File: src/rtl/rlim_pkg.sv
package rlim_pkg;

  typedef enum logic [1:0] {
    TERM_DONE   = 2'd0,
    TERM_RETRY  = 2'd1,
    TERM_TABORT = 2'd2,
    TERM_IABORT = 2'd3
  } term_e;

  localparam int FLAG_RETRY  = 0;
  localparam int FLAG_TABORT = 1;
  localparam int FLAG_IABORT = 2;
  localparam int NUM_FLAGS   = 3;
  localparam int ENABLE_LSB  = 16;
  localparam int MAX_CNT_W   = 16;

  // A retry exceeds the window when a nonzero limit has already been reached.
  function automatic logic limit_reached(input logic [MAX_CNT_W-1:0] cnt,
                                         input logic [MAX_CNT_W-1:0] lim);
    return (lim != '0) && (cnt >= lim);
  endfunction

  // Set has priority over a write-one clear.
  function automatic logic [NUM_FLAGS-1:0] flag_next(input logic [NUM_FLAGS-1:0] cur,
                                                     input logic [NUM_FLAGS-1:0] set,
                                                     input logic [NUM_FLAGS-1:0] clr);
    return (cur & ~clr) | set;
  endfunction

endpackage

File: src/rtl/rlim_counter.sv
module rlim_counter
  import rlim_pkg::*;
#(
  parameter int CNT_W = 8
) (
  input  logic             clk,
  input  logic             rst_n,
  input  logic             start_i,
  input  logic             retry_i,
  input  logic [CNT_W-1:0] limit_i,
  output logic             over_o,
  output logic [CNT_W-1:0] count_o
);

  logic [CNT_W-1:0] cnt_q;
  logic [CNT_W-1:0] cnt_eff;
  logic [CNT_W-1:0] cnt_d;

  assign cnt_eff = start_i ? '0 : cnt_q;
  assign over_o  = retry_i &&
                   limit_reached(MAX_CNT_W'(cnt_eff), MAX_CNT_W'(limit_i));

  always_comb begin
    cnt_d = cnt_eff;
    if (retry_i && !over_o) cnt_d = cnt_eff + 1'b1;
  end

  always_ff @(posedge clk) begin
    if (!rst_n) cnt_q <= '0;
    else        cnt_q <= cnt_d;
  end

  assign count_o = cnt_q;

  assert_unlimited_R3: assert property (@(posedge clk) disable iff (!rst_n)
    (retry_i && limit_i == '0) |-> !over_o);

  assert_restart_R2: assert property (@(posedge clk) disable iff (!rst_n)
    (start_i && !retry_i) |=> (count_o == '0));

  assert_abort_needs_retry_R4: assert property (@(posedge clk) disable iff (!rst_n)
    over_o |-> retry_i);

endmodule

File: src/rtl/rlim_flags.sv
module rlim_flags
  import rlim_pkg::*;
(
  input  logic                 clk,
  input  logic                 rst_n,
  input  logic [NUM_FLAGS-1:0] set_i,
  input  logic [NUM_FLAGS-1:0] clr_i,
  output logic [NUM_FLAGS-1:0] flags_o
);

  logic [NUM_FLAGS-1:0] flags_q;

  always_ff @(posedge clk) begin
    if (!rst_n) flags_q <= '0;
    else        flags_q <= flag_next(flags_q, set_i, clr_i);
  end

  assign flags_o = flags_q;

  for (genvar g = 0; g < NUM_FLAGS; g++) begin : g_chk
    assert_sticky_R9: assert property (@(posedge clk) disable iff (!rst_n)
      (flags_q[g] && !clr_i[g]) |=> flags_q[g]);
    assert_set_wins_R9: assert property (@(posedge clk) disable iff (!rst_n)
      set_i[g] |=> flags_q[g]);
  end

endmodule

File: src/rtl/rlim_regs.sv
module rlim_regs
  import rlim_pkg::*;
#(
  parameter int          CNT_W       = 8,
  parameter logic [CNT_W-1:0] RST_LIMIT = '1
) (
  input  logic                 clk,
  input  logic                 rst_n,
  input  logic                 we_i,
  input  logic                 addr_i,
  input  logic [31:0]          wdata_i,
  input  logic [NUM_FLAGS-1:0] flags_i,
  output logic [CNT_W-1:0]     limit_o,
  output logic [NUM_FLAGS-1:0] enable_o,
  output logic [NUM_FLAGS-1:0] clr_o,
  output logic [31:0]          rdata_o
);

  localparam logic [31:0] CTRL_MASK =
    32'((1 << CNT_W) - 1) | (32'((1 << NUM_FLAGS) - 1) << ENABLE_LSB);

  logic [CNT_W-1:0]     limit_q;
  logic [NUM_FLAGS-1:0] enable_q;
  logic [31:0]          ctrl_word;
  logic [31:0]          stat_word;
  logic                 unused_wbits;

  always_ff @(posedge clk) begin
    if (!rst_n) begin
      limit_q  <= RST_LIMIT;
      enable_q <= '0;
    end else if (we_i && !addr_i) begin
      limit_q  <= wdata_i[CNT_W-1:0];
      enable_q <= wdata_i[ENABLE_LSB +: NUM_FLAGS];
    end
  end

  assign clr_o        = (we_i && addr_i) ? wdata_i[NUM_FLAGS-1:0] : '0;
  assign unused_wbits = ^(wdata_i & ~CTRL_MASK);

  always_comb begin
    ctrl_word = '0;
    ctrl_word[CNT_W-1:0] = limit_q;
    ctrl_word[ENABLE_LSB +: NUM_FLAGS] = enable_q;
    stat_word = '0;
    stat_word[NUM_FLAGS-1:0] = flags_i;
  end

  assign rdata_o  = addr_i ? stat_word : ctrl_word;
  assign limit_o  = limit_q;
  assign enable_o = enable_q;

  assert_reserved_ctrl_R10: assert property (@(posedge clk) disable iff (!rst_n)
    !addr_i |-> ((rdata_o & ~CTRL_MASK) == '0));

  assert_reserved_stat_R10: assert property (@(posedge clk) disable iff (!rst_n)
    addr_i |-> (rdata_o[31:NUM_FLAGS] == '0));

endmodule

File: src/rtl/retry_limiter.sv
module retry_limiter
  import rlim_pkg::*;
#(
  parameter int CNT_W = 8
) (
  input  logic        clk,
  input  logic        rst_n,
  input  logic        xact_start,
  input  logic        xact_is_read,
  input  logic        term_valid,
  input  logic [1:0]  term_code,
  input  logic        reg_we,
  input  logic        reg_addr,
  input  logic [31:0] reg_wdata,
  output logic [31:0] reg_rdata,
  output logic        abort_xact,
  output logic        host_err,
  output logic        irq
);

  // Named internal events, visible to the assertions.
  logic                 retry_evt;
  logic                 tabort_evt;
  logic                 iabort_evt;
  logic                 limit_abort;
  logic                 rd_q;
  logic                 rd_eff;
  logic [CNT_W-1:0]     limit;
  logic [CNT_W-1:0]     retry_count;
  logic [NUM_FLAGS-1:0] enables;
  logic [NUM_FLAGS-1:0] flags;
  logic [NUM_FLAGS-1:0] flag_set;
  logic [NUM_FLAGS-1:0] flag_clr;

  assign retry_evt  = term_valid && (term_code == TERM_RETRY);
  assign tabort_evt = term_valid && (term_code == TERM_TABORT);
  assign iabort_evt = term_valid && (term_code == TERM_IABORT);

  always_ff @(posedge clk) begin
    if (!rst_n)          rd_q <= 1'b0;
    else if (xact_start) rd_q <= xact_is_read;
  end
  assign rd_eff = xact_start ? xact_is_read : rd_q;

  rlim_counter #(.CNT_W(CNT_W)) u_counter (
    .clk     (clk),
    .rst_n   (rst_n),
    .start_i (xact_start),
    .retry_i (retry_evt),
    .limit_i (limit),
    .over_o  (limit_abort),
    .count_o (retry_count)
  );

  always_comb begin
    flag_set              = '0;
    flag_set[FLAG_RETRY]  = limit_abort;
    flag_set[FLAG_TABORT] = tabort_evt;
    flag_set[FLAG_IABORT] = iabort_evt;
  end

  rlim_flags u_flags (
    .clk     (clk),
    .rst_n   (rst_n),
    .set_i   (flag_set),
    .clr_i   (flag_clr),
    .flags_o (flags)
  );

  rlim_regs #(.CNT_W(CNT_W)) u_regs (
    .clk      (clk),
    .rst_n    (rst_n),
    .we_i     (reg_we),
    .addr_i   (reg_addr),
    .wdata_i  (reg_wdata),
    .flags_i  (flags),
    .limit_o  (limit),
    .enable_o (enables),
    .clr_o    (flag_clr),
    .rdata_o  (reg_rdata)
  );

  assign abort_xact = limit_abort;
  assign host_err   = limit_abort && rd_eff;
  assign irq        = |(flags & enables);

  assert_flag_after_abort_R5: assert property (@(posedge clk) disable iff (!rst_n)
    abort_xact |=> flags[FLAG_RETRY]);

  assert_host_err_on_retry_R6: assert property (@(posedge clk) disable iff (!rst_n)
    host_err |-> (term_valid && term_code == TERM_RETRY));

  assert_write_no_host_err_R6: assert property (@(posedge clk) disable iff (!rst_n)
    (xact_start && !xact_is_read) |-> !host_err);

  assert_tabort_flag_R7: assert property (@(posedge clk) disable iff (!rst_n)
    tabort_evt |=> flags[FLAG_TABORT]);

  assert_iabort_flag_R7: assert property (@(posedge clk) disable iff (!rst_n)
    iabort_evt |=> flags[FLAG_IABORT]);

  assert_masked_quiet_R11: assert property (@(posedge clk) disable iff (!rst_n)
    (enables == '0) |-> !irq);

endmodule

File: config.mk
export PLATFORM = sky130hd
export DESIGN_NAME = retry_limiter
export DESIGN_NICKNAME = d
export VERILOG_FILES = /design/src/rtl/rlim_pkg.sv /design/src/rtl/rlim_counter.sv /design/src/rtl/rlim_flags.sv /design/src/rtl/rlim_regs.sv /design/src/rtl/retry_limiter.sv
export SDC_FILE = /design/constraint.sdc
export NUM_CORES = 1
export LEC_CHECK = 0
export BUFFER_PORTS_ARGS = -buffer_cell sky130_fd_sc_hd__clkbuf_2
export CORE_UTILIZATION = 47
export DETAILED_ROUTE_END_ITERATION = 7
export GPL_ROUTABILITY_DRIVEN = 0
export PLACE_DENSITY = 0.84
export SLEW_MARGIN = 20
export SYNTH_ARGS = -nofsm -noshare
export SYNTH_HDL_FRONTEND = slang
export SYNTH_HIERARCHICAL = 1
export SYNTH_SLANG_ARGS = --single-unit
File: constraint.sdc
create_clock -name clk -period 3 [get_ports clk]
set_input_delay 0.6 -clock clk [delete_from_list [all_inputs] [get_ports clk]]
set_output_delay 0.6 -clock clk [all_outputs]
set_load 0.005 [all_outputs]
==> flow_summary.toml, run 1 <==
[sta]
slew_viol_final = 0
clock_skew_ns = 0.0106
final_hold_viol_count = 0
relSlewSlack_pct = 58.1
post-route-period-util_pct = 98.6
rsz0062_at_grt = "yes"
whs_ns = 0.490
setup_tns_ns = 0
tightest_slew_ns = 0.629
fmax_mhz = 338
min_period_ns = 2.96
setup_viol = 0

[logic_synthesis]
ys_ff_latch = 23
synthCells = 211
synthFlopType = "dfxtp_1"
yosysSeqAreaShare_pct = 27.4
ys_warn_count = 6
syn_area_mm2 = 0.00168
avgSynthCellArea_um2 = 7.96
synth.distinct_cells = 36
ys_async_sr_fraction_pct = 0
synth_edf_count = 0

[power_and_ir_drop]
p_per_area_mw_per_mm2 = 292
p_leak_nw = 1.00
ir_drop_uv = 243
power_mw = 0.579

[layout]
drive_above_1_share_pct = 27.1
layout_common_cells = "33 x nand2_1, 31 x clkbuf_2, 22 x dfxtp_1, 21 x conb_1, 19 x inv_1"
num_antenna_cells = 0
area_growth_pct = 18.2
layout.cells.non_filler = 297
utilization_pct = 58.6
layout_commonest_cell = "nand2_1"
nets = 301

[detailed_routing]
dr.pass1.iters = 4
ant_nets = 0
avgViaCountPerCell = 4.85
wl_met2_um = 1730
m1WireLength_um = 1550
wl_um = 3390
post_drt_wl_per_cell_um = 11.4
highest_layer = "met4"
dr_total_vias = 1439
drc_errors = 0
drtIter0Drc = 60
wl_met3_um = 95

[placement]
port_buffers = 33
dp_hpwl_um = 2570
dpl.cell_count = 290

[die]
initial_utilization_pct = 49.6
coreArea_mm2 = 0.00339
dieArea_mm2 = 0.00382
placementRows = 21
num_io_pins = 76
die_w_um = 61.8
die_y_um = 61.8

[setup_path]
slowest_delay_ns = 0.32
cp-end-kind = "primary output"
crit_type = "input pin to primary output"
crit_arrival_ns = 2.36
start_kind = "input pin"
cp_cell_sequence = "buf_6 -> nand2b_4 -> ha_4 -> nand2b_4 -> a21oi_2 -> maj3_2 -> a211oi_4 -> nor2b_2 -> nor3b_2 -> nor2b_2 -> buf_2"
cpMaxStageDelayCell = "maj3_2"
cp_max_fo = 3
required_ns = 2.40

[outcome]
status = "complete, no violations"

[global_routing]
grt_pass1_vias = 1275
grt_pass1_wl_um = 5330
track_usage_pct = 18.7
antenna_found_initial = 0
grt_overflow_total = 0
grt_start_max_net_pins = 35

[clock_tree]
cts_sinks = 23
cts_hold_buffers = 0
clkTransAtPathRegs_ns = 0.12
clock_latency_ns = 0.31
h-tree-depth = 1
numCtsBuffers = 3
root_buffer = "clkbuf_4"
clockBufferDepth = 2
cts_tree = "yes"

[hold_path]
hold_class = "register to register"

[flow_run]
drv_cap = 0
synth_stat cells, drive strengths merged (2+ instances only):
| cell | count | area [um2] |
|---|---|---|
| ha | 8 | 100 |
| dfxtp | 23 | 460 |
| nor2 | 11 | 41.3 |
| a21oi | 2 | 10.0 |
| nand2b | 8 | 57.6 |
| and3 | 5 | 31.3 |
| or4 | 2 | 15.0 |
| and2b | 7 | 52.6 |
| nand2 | 33 | 124 |
| mux2i | 12 | 120 |
| a211oi | 2 | 27.5 |
| nand3 | 4 | 20.0 |
| o211ai | 8 | 60.1 |
| o21a | 3 | 22.5 |
| nor2b | 10 | 87.6 |
| o21ai | 9 | 48.8 |
| inv | 19 | 71.3 |
| nand4 | 3 | 18.8 |
| nand3b | 8 | 60.1 |
| buf | 25 | 184 |
| clkbuf | 2 | 7.51 |
state kept, by name, summed over array words and instances, names as in the netlist:
register / cells
u_regs/limit_o: 8
u_counter/count_o: 8
u_flags/flags_o: 3
u_regs/enable_o: 3
rd_q: 1
report_power, final:
part           internal, mW  switching [mW]
clock network        0.0498          0.0936
registers             0.317         0.00969
logic                0.0500          0.0584
total                 0.417           0.162
stage by stage:
| stage | instance area (um2) | setup slack (ns) |
|---|---|---|
| 3_3_place_gp | 1840 | -0.0712 |
| 2_1_floorplan | 1760 | 0.0689 |
| 6_report | 1990 | 0.0432 |
| 3_5_place_dp | 1840 | -0.147 |
| 5_1_grt | 1990 | -0.0479 |
| 4_1_cts | 1920 | -0.0227 |
what timing repair did:
item | CTS | global route
resized for setup | 4 | 12
pin swaps | 5 | 6
setup endpoints to repair | 2 | 1
setup buffers | 2 | 1
logic make-up (layout without fill, tap and decap cells):
group	count (synthesis)	count (layout)	synth area share (%)
fa+ha+maj	9	9	6.63
mux	12	12	7.15
simple gates	94	94	31.8
buf+inv	46	66	15.6
compound gates	26	26	11.2
flops	23	23	27.4
other cells	1	21	0.223
critical path: cells and delay by family:
kind,cells,cell delay [ns]
AO/OA/AOI/OAI,2,0.31
adder cells (fa/ha/maj),2,0.57
buffers and inverters,2,0.20
AND/OR/NAND/NOR,5,0.67
layout make-up:
cell class,instances,area [um2]
Clock inverter,1,5.00
Timing Repair Buffer,43,250
Inverter,19,71.3
Clock buffer,3,22.5
Multi-Input combinational cell,162,1120
Sequential cell,23,462
Tap cell,46,57.6
Fill cell,321,1400
worst paths after layout:
path / startpoint / endpoint / slack (ns) / cells after the start
max: xact_start / host_err / 0.04 / 11
min: u_regs/enable_o[1] / u_regs/enable_o[1] / 0.49 / 2
max reg2reg: u_counter/count_o[1] / u_counter/count_o[3] / 0.85 / 9
min reg2reg: u_regs/enable_o[1] / u_regs/enable_o[1] / 0.49 / 2
layer usage:
layer	up-vias	track usage, %
li1	739	-
met1	664	23.1
met3	2	1.86
met2	34	34.6
met4	0	4.76
met5	-	0
Power figures use the tool's default switching activity.
==> run 2, diff against run 1 <==
- RECOVER_POWER: unset -> 100
==> run 2 against run 1 <==
Compared with the run above: core utilization shrank 0.59 points; count of clock-buffer cells in the layout unchanged; first-iteration DRC count increased by 10%; sequential power hardly changed; clock power is essentially flat; final area down 1.0%; die area is the same; clock skew grew 0.0028 ns; combinational power about the same; global-route usage unchanged; cell count unchanged; power about the same.
==> flow_summary.toml, run 2 (synthesis gave the netlist of run 1 again) <==
[layout]
area_growth_pct = 17.0
nets = 301
utilization_pct = 58.0
layout_commonest_cell = "nand2_1"
layout_common_cells = "33 x nand2_1, 26 x clkbuf_2, 22 x dfxtp_1, 21 x conb_1, 19 x inv_1"
stdcell_area_mm2 = 0.00197
regArea_um2 = 462
multi_input_area_mm2 = 0.00111
num_antenna_cells = 0
drive_above_1_share_pct = 23.5
fillCellCount = 328

[sta]
tightest_slew_ns = 1.37
setup_viol = 0
clock_skew_ns = 0.0134
rsz0062_at_grt = "yes"
fmax_mhz = 339
final_hold_viol_count = 0
setup_ws_ns = 0.0463
post-route-period-util_pct = 98.5
relSlewSlack_pct = 8.65
min_period_ns = 2.95
slew_viol_final = 0

[detailed_routing]
avgViaCountPerCell = 4.82
dr_total_vias = 1433
wl_um = 3390
post_drt_wl_per_cell_um = 11.4
ant_nets = 0
drtIter0Drc = 66
drc_errors = 0
dr.pass1.iters = 4

[setup_path]
required_ns = 2.40
cp_cell_sequence = "buf_6 -> nand2b_4 -> ha_4 -> nand2b_4 -> a21oi_2 -> maj3_2 -> a211oi_4 -> nor2b_2 -> nor3b_2 -> nor2b_2 -> buf_2"
slowest_delay_ns = 0.32
crit_arrival_ns = 2.35
rrSetupSlack_ns = 0.70
cpMaxStageDelayCell = "maj3_2"
cp_num_buf_inv = 2
start_kind = "input pin"
cp-end-kind = "primary output"
crit_type = "input pin to primary output"
cp_max_fo = 3
crit_family = "simple AND/OR/NAND/NOR gates"

[flow_run]
drv_cap = 0

[clock_tree]
root_buffer = "clkbuf_4"
cts_tree = "yes"
cts_sinks = 23
clkTransAtPathRegs_ns = 0.12
h-tree-depth = 1
numCtsBuffers = 3
cts_hold_buffers = 0
clockBufferDepth = 2
clock_latency_ns = 0.31

[die]
die_y_um = 61.8
initial_utilization_pct = 49.6
placementRows = 21
dieArea_mm2 = 0.00382
num_io_pins = 76
coreArea_mm2 = 0.00339
die_w_um = 61.8

[hold_path]
hold_class = "register to register"

[power_and_ir_drop]
power_mw = 0.579
ir_drop_uv = 244
p_per_area_mw_per_mm2 = 294
p_leak_nw = 0.979

[placement]
dp_hpwl_um = 2570
dpl-instance-area_mm2 = 0.00184
port_buffers = 33
dp_slack_ns = -0.147

[outcome]
status = "complete, no violations"

[global_routing]
antenna_found_initial = 0
grt_pass1_vias = 1275
track_usage_pct = 18.7
grt_pass1_wl_um = 5330
grt_start_max_net_pins = 35
grt_overflow_total = 0
==> run 2: changes by cell type in the layout (fill, tap and decap cells not counted), sizes merged <==
cell,previous run,this run
buf,12,11
clkbuf,34,35
==> run 2: cell type report <==
type / instances / share of cell area [%]
inverters: 19 / 3.63
flip-flops and latches: 23 / 23.5
multi-input cells: 162 / 56.3
clock buffers: 3 / 1.15
repair buffers: 43 / 12.2
clock inverters: 1 / 0.255
well taps: 46 / 2.93
==> run 2: repair_timing <==
item / in CTS / in global routing
pin swaps: 5 / 6
endpoints found under the setup margin: 2 / 1
gates cloned: 0 / 0
hold endpoints to repair: 0 / 0
buffers inserted: 2 / 1
gates resized for setup: 4 / 12
==> run 2: through the flow <==
| step | TNS (ns) | instances | hold slack (ns) |
|---|---|---|---|
| after CTS | -0.0227 | 296 | 0.479 |
| after global placement | -0.0712 | 290 | 0.456 |
| after global routing | -0.140 | 297 | 0.486 |
| after detailed placement | -0.175 | 290 | 0.469 |
| final | 0 | 297 | 0.488 |
| after floorplan | 0 | 231 | 0.443 |
==> run 2: final timing paths <==
| kind | from | end | cells past startpoint |
|---|---|---|---|
| min | u_regs/enable_o[1] | u_regs/enable_o[1] | 2 |
| max | xact_start | host_err | 11 |
| min reg2reg | u_regs/enable_o[1] | u_regs/enable_o[1] | 2 |
| max reg2reg | u_counter/count_o[5] | u_counter/count_o[0] | 9 |
==> run 2: power by group <==
group | switching (mW) | total, mW | internal [mW]
Sequential | 0.00968 | 0.327 | 0.317
Combinational | 0.0582 | 0.107 | 0.0493
Clock | 0.0942 | 0.144 | 0.0498
==> run 2: per-layer routing <==
layer	vias up	track usage [%]	share of wire, %
li1	740	-	-
met1	654	23.1	46
met2	37	34.6	50
met3	2	1.86	3.2
met4	0	4.76	0.30
met5	-	0	0
==> run 2: worst min-delay path, cell delays in order (launching register included) <==
cell and delay (ns):
dfxtp_1 0.35, nand2_1 0.06, mux2i_1 0.05
